**src/rtl/xlate_pkg.sv**
```systemverilog
// Package: shared widths and the per-entry attribute type of the
// translation cache. Assumes 32-bit addresses and 4 KiB pages.
package xlate_pkg;
    localparam int ADDR_W   = 32;
    localparam int OFS_W    = 12;
    localparam int PAGE_W   = ADDR_W - OFS_W;
    localparam int ID_W     = 8;

    typedef struct packed {
        logic rd_ok;
        logic wr_ok;
        logic cache;
    } page_attr_t;
endpackage

```
**src/rtl/xlate_entry.sv**
```systemverilog
// One translation slot: holds the valid flag, key, physical page and
// attributes, and compares its key against the lookup, load and removal
// keys. Assumes at most one of flush / load acts per edge, with flush first.
module xlate_entry
    import xlate_pkg::*;
#(
    parameter int VPN_W = 20,
    parameter int PPN_W = 20,
    parameter int AS_W  = 8
) (
    input  logic             clk,
    input  logic             rst_n,
    input  logic             flush,
    input  logic             load,
    input  logic [VPN_W-1:0] wr_vpn,
    input  logic [AS_W-1:0]  wr_asid,
    input  logic [PPN_W-1:0] wr_ppn,
    input  page_attr_t       wr_attr,
    input  logic             inv_en,
    input  logic [VPN_W-1:0] inv_vpn,
    input  logic [AS_W-1:0]  inv_asid,
    input  logic [VPN_W-1:0] lk_vpn,
    input  logic [AS_W-1:0]  lk_asid,
    output logic             valid,
    output logic             lk_match,
    output logic             wr_match,
    output logic [PPN_W-1:0] ppn,
    output page_attr_t       attr
);
    logic [VPN_W-1:0] vpn_q;
    logic [AS_W-1:0]  asid_q;
    logic             inv_match;

    // Key comparisons for the three ports that address entries by key.
    always_comb begin
        lk_match  = valid && (vpn_q == lk_vpn)  && (asid_q == lk_asid);
        wr_match  = valid && (vpn_q == wr_vpn)  && (asid_q == wr_asid);
        inv_match = valid && (vpn_q == inv_vpn) && (asid_q == inv_asid);
    end

    // Slot state: flush beats load, load beats single removal.
    always_ff @(posedge clk) begin
        if (!rst_n) begin
            valid  <= 1'b0;
            vpn_q  <= '0;
            asid_q <= '0;
            ppn    <= '0;
            attr   <= '0;
        end else if (flush) begin
            valid <= 1'b0;
        end else if (load) begin
            valid  <= 1'b1;
            vpn_q  <= wr_vpn;
            asid_q <= wr_asid;
            ppn    <= wr_ppn;
            attr   <= wr_attr;
        end else if (inv_en && inv_match) begin
            valid <= 1'b0;
        end
    end
endmodule

```
**src/rtl/xlate_victim.sv**
```systemverilog
// Slot chooser for loads: an existing key match first, then the lowest
// empty slot, then the round-robin pointer. Assumes key_hit is one-hot or 0.
module xlate_victim #(
    parameter int N = 8
) (
    input  logic         clk,
    input  logic         rst_n,
    input  logic         fire,
    input  logic [N-1:0] valid_vec,
    input  logic [N-1:0] key_hit,
    output logic [N-1:0] sel
);
    localparam int IW = (N > 1) ? $clog2(N) : 1;

    logic [IW-1:0] rr_ptr;
    logic [N-1:0]  free_sel;
    logic          any_free;
    logic          full_evict;

    // Lowest-index empty slot as a one-hot vector.
    always_comb begin
        free_sel = '0;
        any_free = 1'b0;
        for (int i = 0; i < N; i++) begin
            if (!valid_vec[i] && !any_free) begin
                free_sel[i] = 1'b1;
                any_free    = 1'b1;
            end
        end
    end

    // Final choice by priority: key match, empty slot, round-robin victim.
    always_comb begin
        full_evict = 1'b0;
        if (|key_hit)      sel = key_hit;
        else if (any_free) sel = free_sel;
        else begin
            sel        = '0;
            sel[rr_ptr] = 1'b1;
            full_evict = 1'b1;
        end
    end

    // Victim pointer advances only when a replacement consumed it.
    always_ff @(posedge clk) begin
        if (!rst_n)                  rr_ptr <= '0;
        else if (fire && full_evict) rr_ptr <= (rr_ptr == IW'(N-1)) ? '0 : rr_ptr + 1'b1;
    end


    sel_onehot_chk: assert property (@(posedge clk) disable iff (!rst_n)
        fire |-> $onehot(sel));


    ptr_hold_chk: assert property (@(posedge clk) disable iff (!rst_n)
        (fire && !(&valid_vec)) |=> $stable(rr_ptr));
endmodule

```
**src/rtl/addr_xlate_cache.sv**
```systemverilog
// Top of the translation cache: a row of slots, the load-slot chooser and
// the combinational lookup with permission check. Assumes the key stored
// in a slot is unique, which the overwrite-on-match rule keeps true.
module addr_xlate_cache
    import xlate_pkg::*;
#(
    parameter int NUM_ENT = 8,
    parameter int VA_W    = 32,
    parameter int PA_W    = 32,
    parameter int PG_OFS  = 12,
    parameter int AS_W    = 8,
    localparam int VPN_W  = VA_W - PG_OFS,
    localparam int PPN_W  = PA_W - PG_OFS
) (
    input  logic             clk,
    input  logic             rst_n,
    input  logic [VA_W-1:0]  lk_vaddr,
    input  logic [AS_W-1:0]  lk_asid,
    input  logic             lk_is_write,
    output logic             lk_hit,
    output logic [PA_W-1:0]  lk_paddr,
    output logic             lk_fault,
    output logic             lk_cacheable,
    input  logic             wr_en,
    input  logic [VPN_W-1:0] wr_vpn,
    input  logic [AS_W-1:0]  wr_asid,
    input  logic [PPN_W-1:0] wr_ppn,
    input  logic             wr_rd_ok,
    input  logic             wr_wr_ok,
    input  logic             wr_cache,
    input  logic             inv_en,
    input  logic [VPN_W-1:0] inv_vpn,
    input  logic [AS_W-1:0]  inv_asid,
    input  logic             inv_all
);
    logic [NUM_ENT-1:0] valid_vec, lk_vec, wr_vec, sel;
    logic [PPN_W-1:0]   ent_ppn  [NUM_ENT];
    page_attr_t         ent_attr [NUM_ENT];
    page_attr_t         wr_attr, hit_attr;
    logic [PPN_W-1:0]   hit_ppn;
    logic               wr_fire;

    // Load is accepted only when no flush is requested in the same cycle.
    always_comb begin
        wr_fire = wr_en && !inv_all;
        wr_attr = '{rd_ok: wr_rd_ok, wr_ok: wr_wr_ok, cache: wr_cache};
    end

    xlate_victim #(.N(NUM_ENT)) u_victim (
        .clk       (clk),
        .rst_n     (rst_n),
        .fire      (wr_fire),
        .valid_vec (valid_vec),
        .key_hit   (wr_vec),
        .sel       (sel)
    );

    for (genvar g = 0; g < NUM_ENT; g++) begin : g_ent
        xlate_entry #(.VPN_W(VPN_W), .PPN_W(PPN_W), .AS_W(AS_W)) u_ent (
            .clk      (clk),
            .rst_n    (rst_n),
            .flush    (inv_all),
            .load     (wr_fire && sel[g]),
            .wr_vpn   (wr_vpn),
            .wr_asid  (wr_asid),
            .wr_ppn   (wr_ppn),
            .wr_attr  (wr_attr),
            .inv_en   (inv_en),
            .inv_vpn  (inv_vpn),
            .inv_asid (inv_asid),
            .lk_vpn   (lk_vaddr[VA_W-1:PG_OFS]),
            .lk_asid  (lk_asid),
            .valid    (valid_vec[g]),
            .lk_match (lk_vec[g]),
            .wr_match (wr_vec[g]),
            .ppn      (ent_ppn[g]),
            .attr     (ent_attr[g])
        );
    end

    // OR-select of the single matching slot's page and attributes.
    always_comb begin
        hit_ppn  = '0;
        hit_attr = '0;
        for (int i = 0; i < NUM_ENT; i++) begin
            if (lk_vec[i]) begin
                hit_ppn  = hit_ppn | ent_ppn[i];
                hit_attr = hit_attr | ent_attr[i];
            end
        end
    end

    // Lookup outputs: address splice, attribute and permission check.
    always_comb begin
        lk_hit       = |lk_vec;
        lk_paddr     = {hit_ppn, lk_vaddr[PG_OFS-1:0]};
        lk_cacheable = hit_attr.cache;
        lk_fault     = lk_hit && (lk_is_write ? !hit_attr.wr_ok : !hit_attr.rd_ok);
    end


    uniq_key_chk: assert property (@(posedge clk) disable iff (!rst_n)
        $onehot0(lk_vec));


    miss_no_fault_chk: assert property (@(posedge clk) disable iff (!rst_n)
        !lk_hit |-> (!lk_fault && !lk_cacheable));


    flush_empty_chk: assert property (@(posedge clk) disable iff (!rst_n)
        inv_all |=> (valid_vec == '0));


    fill_grow_chk: assert property (@(posedge clk) disable iff (!rst_n)
        (wr_fire && !inv_en && !(|wr_vec) && !(&valid_vec))
        |=> ($countones(valid_vec) == $past($countones(valid_vec)) + 1));
endmodule

```
**config.mk**
```make
export PLATFORM = sky130hd
export DESIGN_NAME = addr_xlate_cache
export DESIGN_NICKNAME = d
export VERILOG_FILES = /design/src/rtl/xlate_pkg.sv /design/src/rtl/xlate_entry.sv /design/src/rtl/xlate_victim.sv /design/src/rtl/addr_xlate_cache.sv
export SDC_FILE = /design/constraint.sdc
export NUM_CORES = 1
export LEC_CHECK = 0
export ABC_AREA = 0
export CAP_MARGIN = 20
export CORE_ASPECT_RATIO = 0.8
export CORE_MARGIN = 5
export CORE_UTILIZATION = 42
export DETAILED_ROUTE_END_ITERATION = 6
export RECOVER_POWER = 50
export SLEW_MARGIN = 0
export SYNTH_ARGS = -nofsm -noshare
export SYNTH_HDL_FRONTEND = slang
export SYNTH_HIERARCHICAL = 1
export SYNTH_SLANG_ARGS = --single-unit
```
**constraint.sdc**
```tcl
create_clock -name clk -period 4.85 [get_ports clk]
set_input_delay 0.97 -clock clk [delete_from_list [all_inputs] [get_ports clk]]
set_output_delay 0.97 -clock clk [all_outputs]
set_load 0.02 [all_outputs]
```
==> results.sh <==
export IMPL_fin_crit_sh_pct=101
export IMPL_grt_util_met3_pct=11.9
export IMPL_fin_worst_skew_ns=0.0303
export IMPL_synth_top_cell_area_share_pct=34.7
export IMPL_power_frac_comb_pct=11.9
export IMPL_setup_violations=7
export IMPL_postRouteAntennaNets=0
export IMPL_fin_setup_tns_ns=-0.226
export IMPL_syn_instance_count=2929
export IMPL_ys_warnings_count=6
export IMPL_worstPathRequired_ns=3.88
export IMPL_synth_edff_count=0
export IMPL_grt_max_degree=163
export IMPL_hold_viol=0
export IMPL_p_leak_nw=10.7
export IMPL_via_count=23700
export IMPL_grt_pass1_wl_um=172000
export IMPL_syn_avg_cell_area_sq_um=8.25
export IMPL_rows=78
export IMPL_layout_common_cells="nand2_1, dfxtp_1, a21boi_0"
export IMPL_use_met1_pct=57.9
export IMPL_yosysSeqAreaShare_pct=34.7
export IMPL_worst_pin_slew_ns=1.10
export IMPL_hold_buffers=0
export IMPL_dr_first_iter_drc_count=3452
export IMPL_syn_area_sq_um=24200
export IMPL_start_kind="input port"
export IMPL_clkSinkCount=419
export IMPL_vdd_drop_max_uv=305
export IMPL_syn_to_final_growth_pct=26.0
export IMPL_p_sw_mw=2.15
export IMPL_track_usage_pct=38.1
export IMPL_drive_above_1_share_pct=11.6
export IMPL_coreArea_sq_um=56800
export IMPL_hpwl_um=93700
export IMPL_cts_tree="yes"
export IMPL_die_h_um=224
export IMPL_synth_seq_cells=419
export IMPL_relSlewSlack_pct=26.7
export IMPL_regToRegSetupSlack_ns=0.64
export IMPL_path_buf_inv=6
export IMPL_gr_total_overflow=0
export IMPL_clkLatencyLatePin_ns=0.61
export IMPL_drc=2
export IMPL_clkTransAtPathRegs_ns=0.07
export IMPL_status="finished with violations"
export IMPL_cts_root_buffer="clkbuf_16"
export IMPL_final_cells=4000
export IMPL_crit_fanout=8
export IMPL_min_period_ns=4.89
export IMPL_slowest_delay_ns=0.45
export IMPL_wl_um=125000
export IMPL_clockPowerShare_pct=45.5
export IMPL_met2_usage_pct=52.1
export IMPL_async_flop_share_pct=0
export IMPL_power_density_nw_per_um2=269
export IMPL_synth_largest_area_cell="dfxtp_1"
export IMPL_syn_num_nets=3056
export IMPL_die_area_sq_um=62400
export IMPL_io_buffers=135
export IMPL_die_w_um=278
export IMPL_grt_busiest_layer="met1"
export IMPL_cts_buffers=45
export IMPL_routedWlPerCell_um=31.1
export IMPL_p_seq_share_pct=42.6
export IMPL_final_setup_worst_slack_ns=-0.0430
export IMPL_gp_congestion=1.15
export IMPL_antenna_found_initial=10
export IMPL_grt_pass1_vias=21800
export IMPL_num_fill_cells=5310
export IMPL_h_tree_depth=2
export IMPL_synth_flop_cell="dfxtp_1"
export IMPL_cp_end_kind="output port"
export IMPL_place_area_sq_um=28900
export IMPL_final_cell_area_sq_um=30400
export IMPL_failed_checks="design-rule violations, negative setup slack"
export IMPL_ios=160
export IMPL_dp_cells=3911
export IMPL_fin_nets=3330
export IMPL_rsz0062_at_grt="false"
export IMPL_arrival_ns=3.92
export IMPL_initial_core_util_pct=42.5
export IMPL_final_util_pct=53.6
export IMPL_crit_family="buffers and inverters"
export IMPL_slowest_stage="clkdlybuf4s50_1"
export IMPL_cts_path_max_buffers=3
export IMPL_fmax_mhz=204
export IMPL_crit_chain="clkdlybuf4s50_1 -> buf_12 -> xor2_1 -> nor4_2 -> nand4_1 -> nor4_4 -> buf_12 -> buf_12 -> buf_4 -> a22oi_1 -> nand4_1 -> clkdlybuf4s15_1"
export IMPL_synth_area_leaders="dfxtp_1, xnor2_1, nand2_1, a21boi_0, xor2_1"
export IMPL_yosysUniqueCellTypes=45
export IMPL_drt_pass1_iter_count=7
export IMPL_vias_per_cell=5.91
export IMPL_critical_path_class="input port to output port"
export IMPL_drv_slew=0
export IMPL_p_sw_share_pct=26.3
export IMPL_final_common_cell="nand2_1"
export IMPL_cap_violations=0
export IMPL_hp_class="flip-flop to flip-flop"
export IMPL_crit_top_cell="buf_12"
export IMPL_internal_power_mw=6.04
## worst register-to-register path: stages, from the launching register on
cell and delay [ns]:
dfxtp_1 0.43, xnor2_1 0.58, nand4_1 0.39, nor4_1 0.50, clkbuf_1 0.23, or4_1 0.25
nor2_8 0.04, buf_4 0.16, a31o_2 0.20, and2_0 0.19, nand2_1 0.10, buf_2 0.69
nand2_1 0.12, a21boi_0 0.23
## metrics by stage
step	power, mW	hold WS, ns	setup WS [ns]
3_3_place_gp	4.50	0.450	-0.437
4_1_cts	8.20	0.465	0.000309
5_1_grt	8.38	0.480	0.000910
6_report	8.19	0.467	-0.0430
3_5_place_dp	4.51	0.456	-0.427
2_1_floorplan	3.92	0.443	1.30
## registers in the layout, indices dropped and copies added, names as in the netlist
register	count
g_ent.u_ent/attr	24
g_ent.u_ent/asid_q	64
u_victim/rr_ptr	3
g_ent.u_ent/ppn	160
g_ent.u_ent/vpn_q	160
g_ent.u_ent/valid	8
## kinds of logic (layout without fill, tap and decap cells)
group,count (synthesis),after routing,synth area share (%)
DFF,419,419,34.7
AOI/OAI and AO/OA,532,532,16.5
and+or+nand+nor,1132,1132,21.1
xor gates and xnor gates,672,672,24.4
buffers and inverters,169,477,3.06
adders and majority gates,2,2,0.104
muxes,3,3,0.124
other,0,3,0
## Yosys cell counts (all sizes together) (3+ instances only)
| cell | n |
|---|---|
| xor2 | 304 |
| a21oi | 11 |
| o21ai | 4 |
| nand2 | 836 |
| nand4 | 119 |
| dfxtp | 419 |
| o211ai | 8 |
| inv | 12 |
| nor4 | 98 |
| xnor2 | 368 |
| a21boi | 409 |
| buf | 92 |
| nand3b | 9 |
| mux2i | 3 |
| nor2 | 3 |
| clkbuf | 65 |
| nor2b | 9 |
| and2 | 8 |
| nand3 | 26 |
| nor3 | 18 |
| a22oi | 84 |
## layout make-up
type | count | area [sq um] | share of cell area [%]
Multi-Input combinational cell | 2341 | 15200 | 50.0
Sequential cell | 419 | 8390 | 27.6
Timing Repair Buffer | 384 | 4260 | 14.0
Clock buffer | 60 | 1250 | 4.12
Tap cell | 760 | 951 | 3.13
Clock inverter | 21 | 300 | 0.987
Inverter | 12 | 45.0 | 0.148
Antenna cell | 3 | 7.51 | 0.0247
## routing by layer
| metal | wire length [um] | up-vias |
|---|---|---|
| met5 | 47 | - |
| met4 | 3690 | 6 |
| met3 | 16100 | 202 |
| met2 | 48400 | 1460 |
| met1 | 56400 | 11600 |
| li1 | - | 10400 |
## power groups by stage
stage	sequential, mW	clock, mW	combinational (mW)
after floorplan	3.55	0	0.373
after global placement	3.56	0	0.939
after detailed placement	3.56	0	0.943
after CTS	3.49	3.76	0.951
after global routing	3.49	3.89	1.00
final	3.49	3.73	0.976
## worst paths after layout
path                                 end  cells past startpoint               startpoint
setup / recovery            lk_paddr[14]                     12               lk_asid[4]
hold reg to reg   g_ent[3].u_ent/ppn[14]                      2   g_ent[3].u_ent/ppn[14]
hold / removal    g_ent[3].u_ent/ppn[14]                      2   g_ent[3].u_ent/ppn[14]
setup reg to reg   g_ent[4].u_ent/ppn[8]                     13  g_ent[1].u_ent/vpn_q[9]
## timing repair
item,4_1_cts,5_1_grt
gates resized for setup,55,3
pin swaps,6,2
endpoints found under the setup margin,23,9
gates cloned,0,0
setup buffers,5,0
Power figures use the tool's default switching activity.
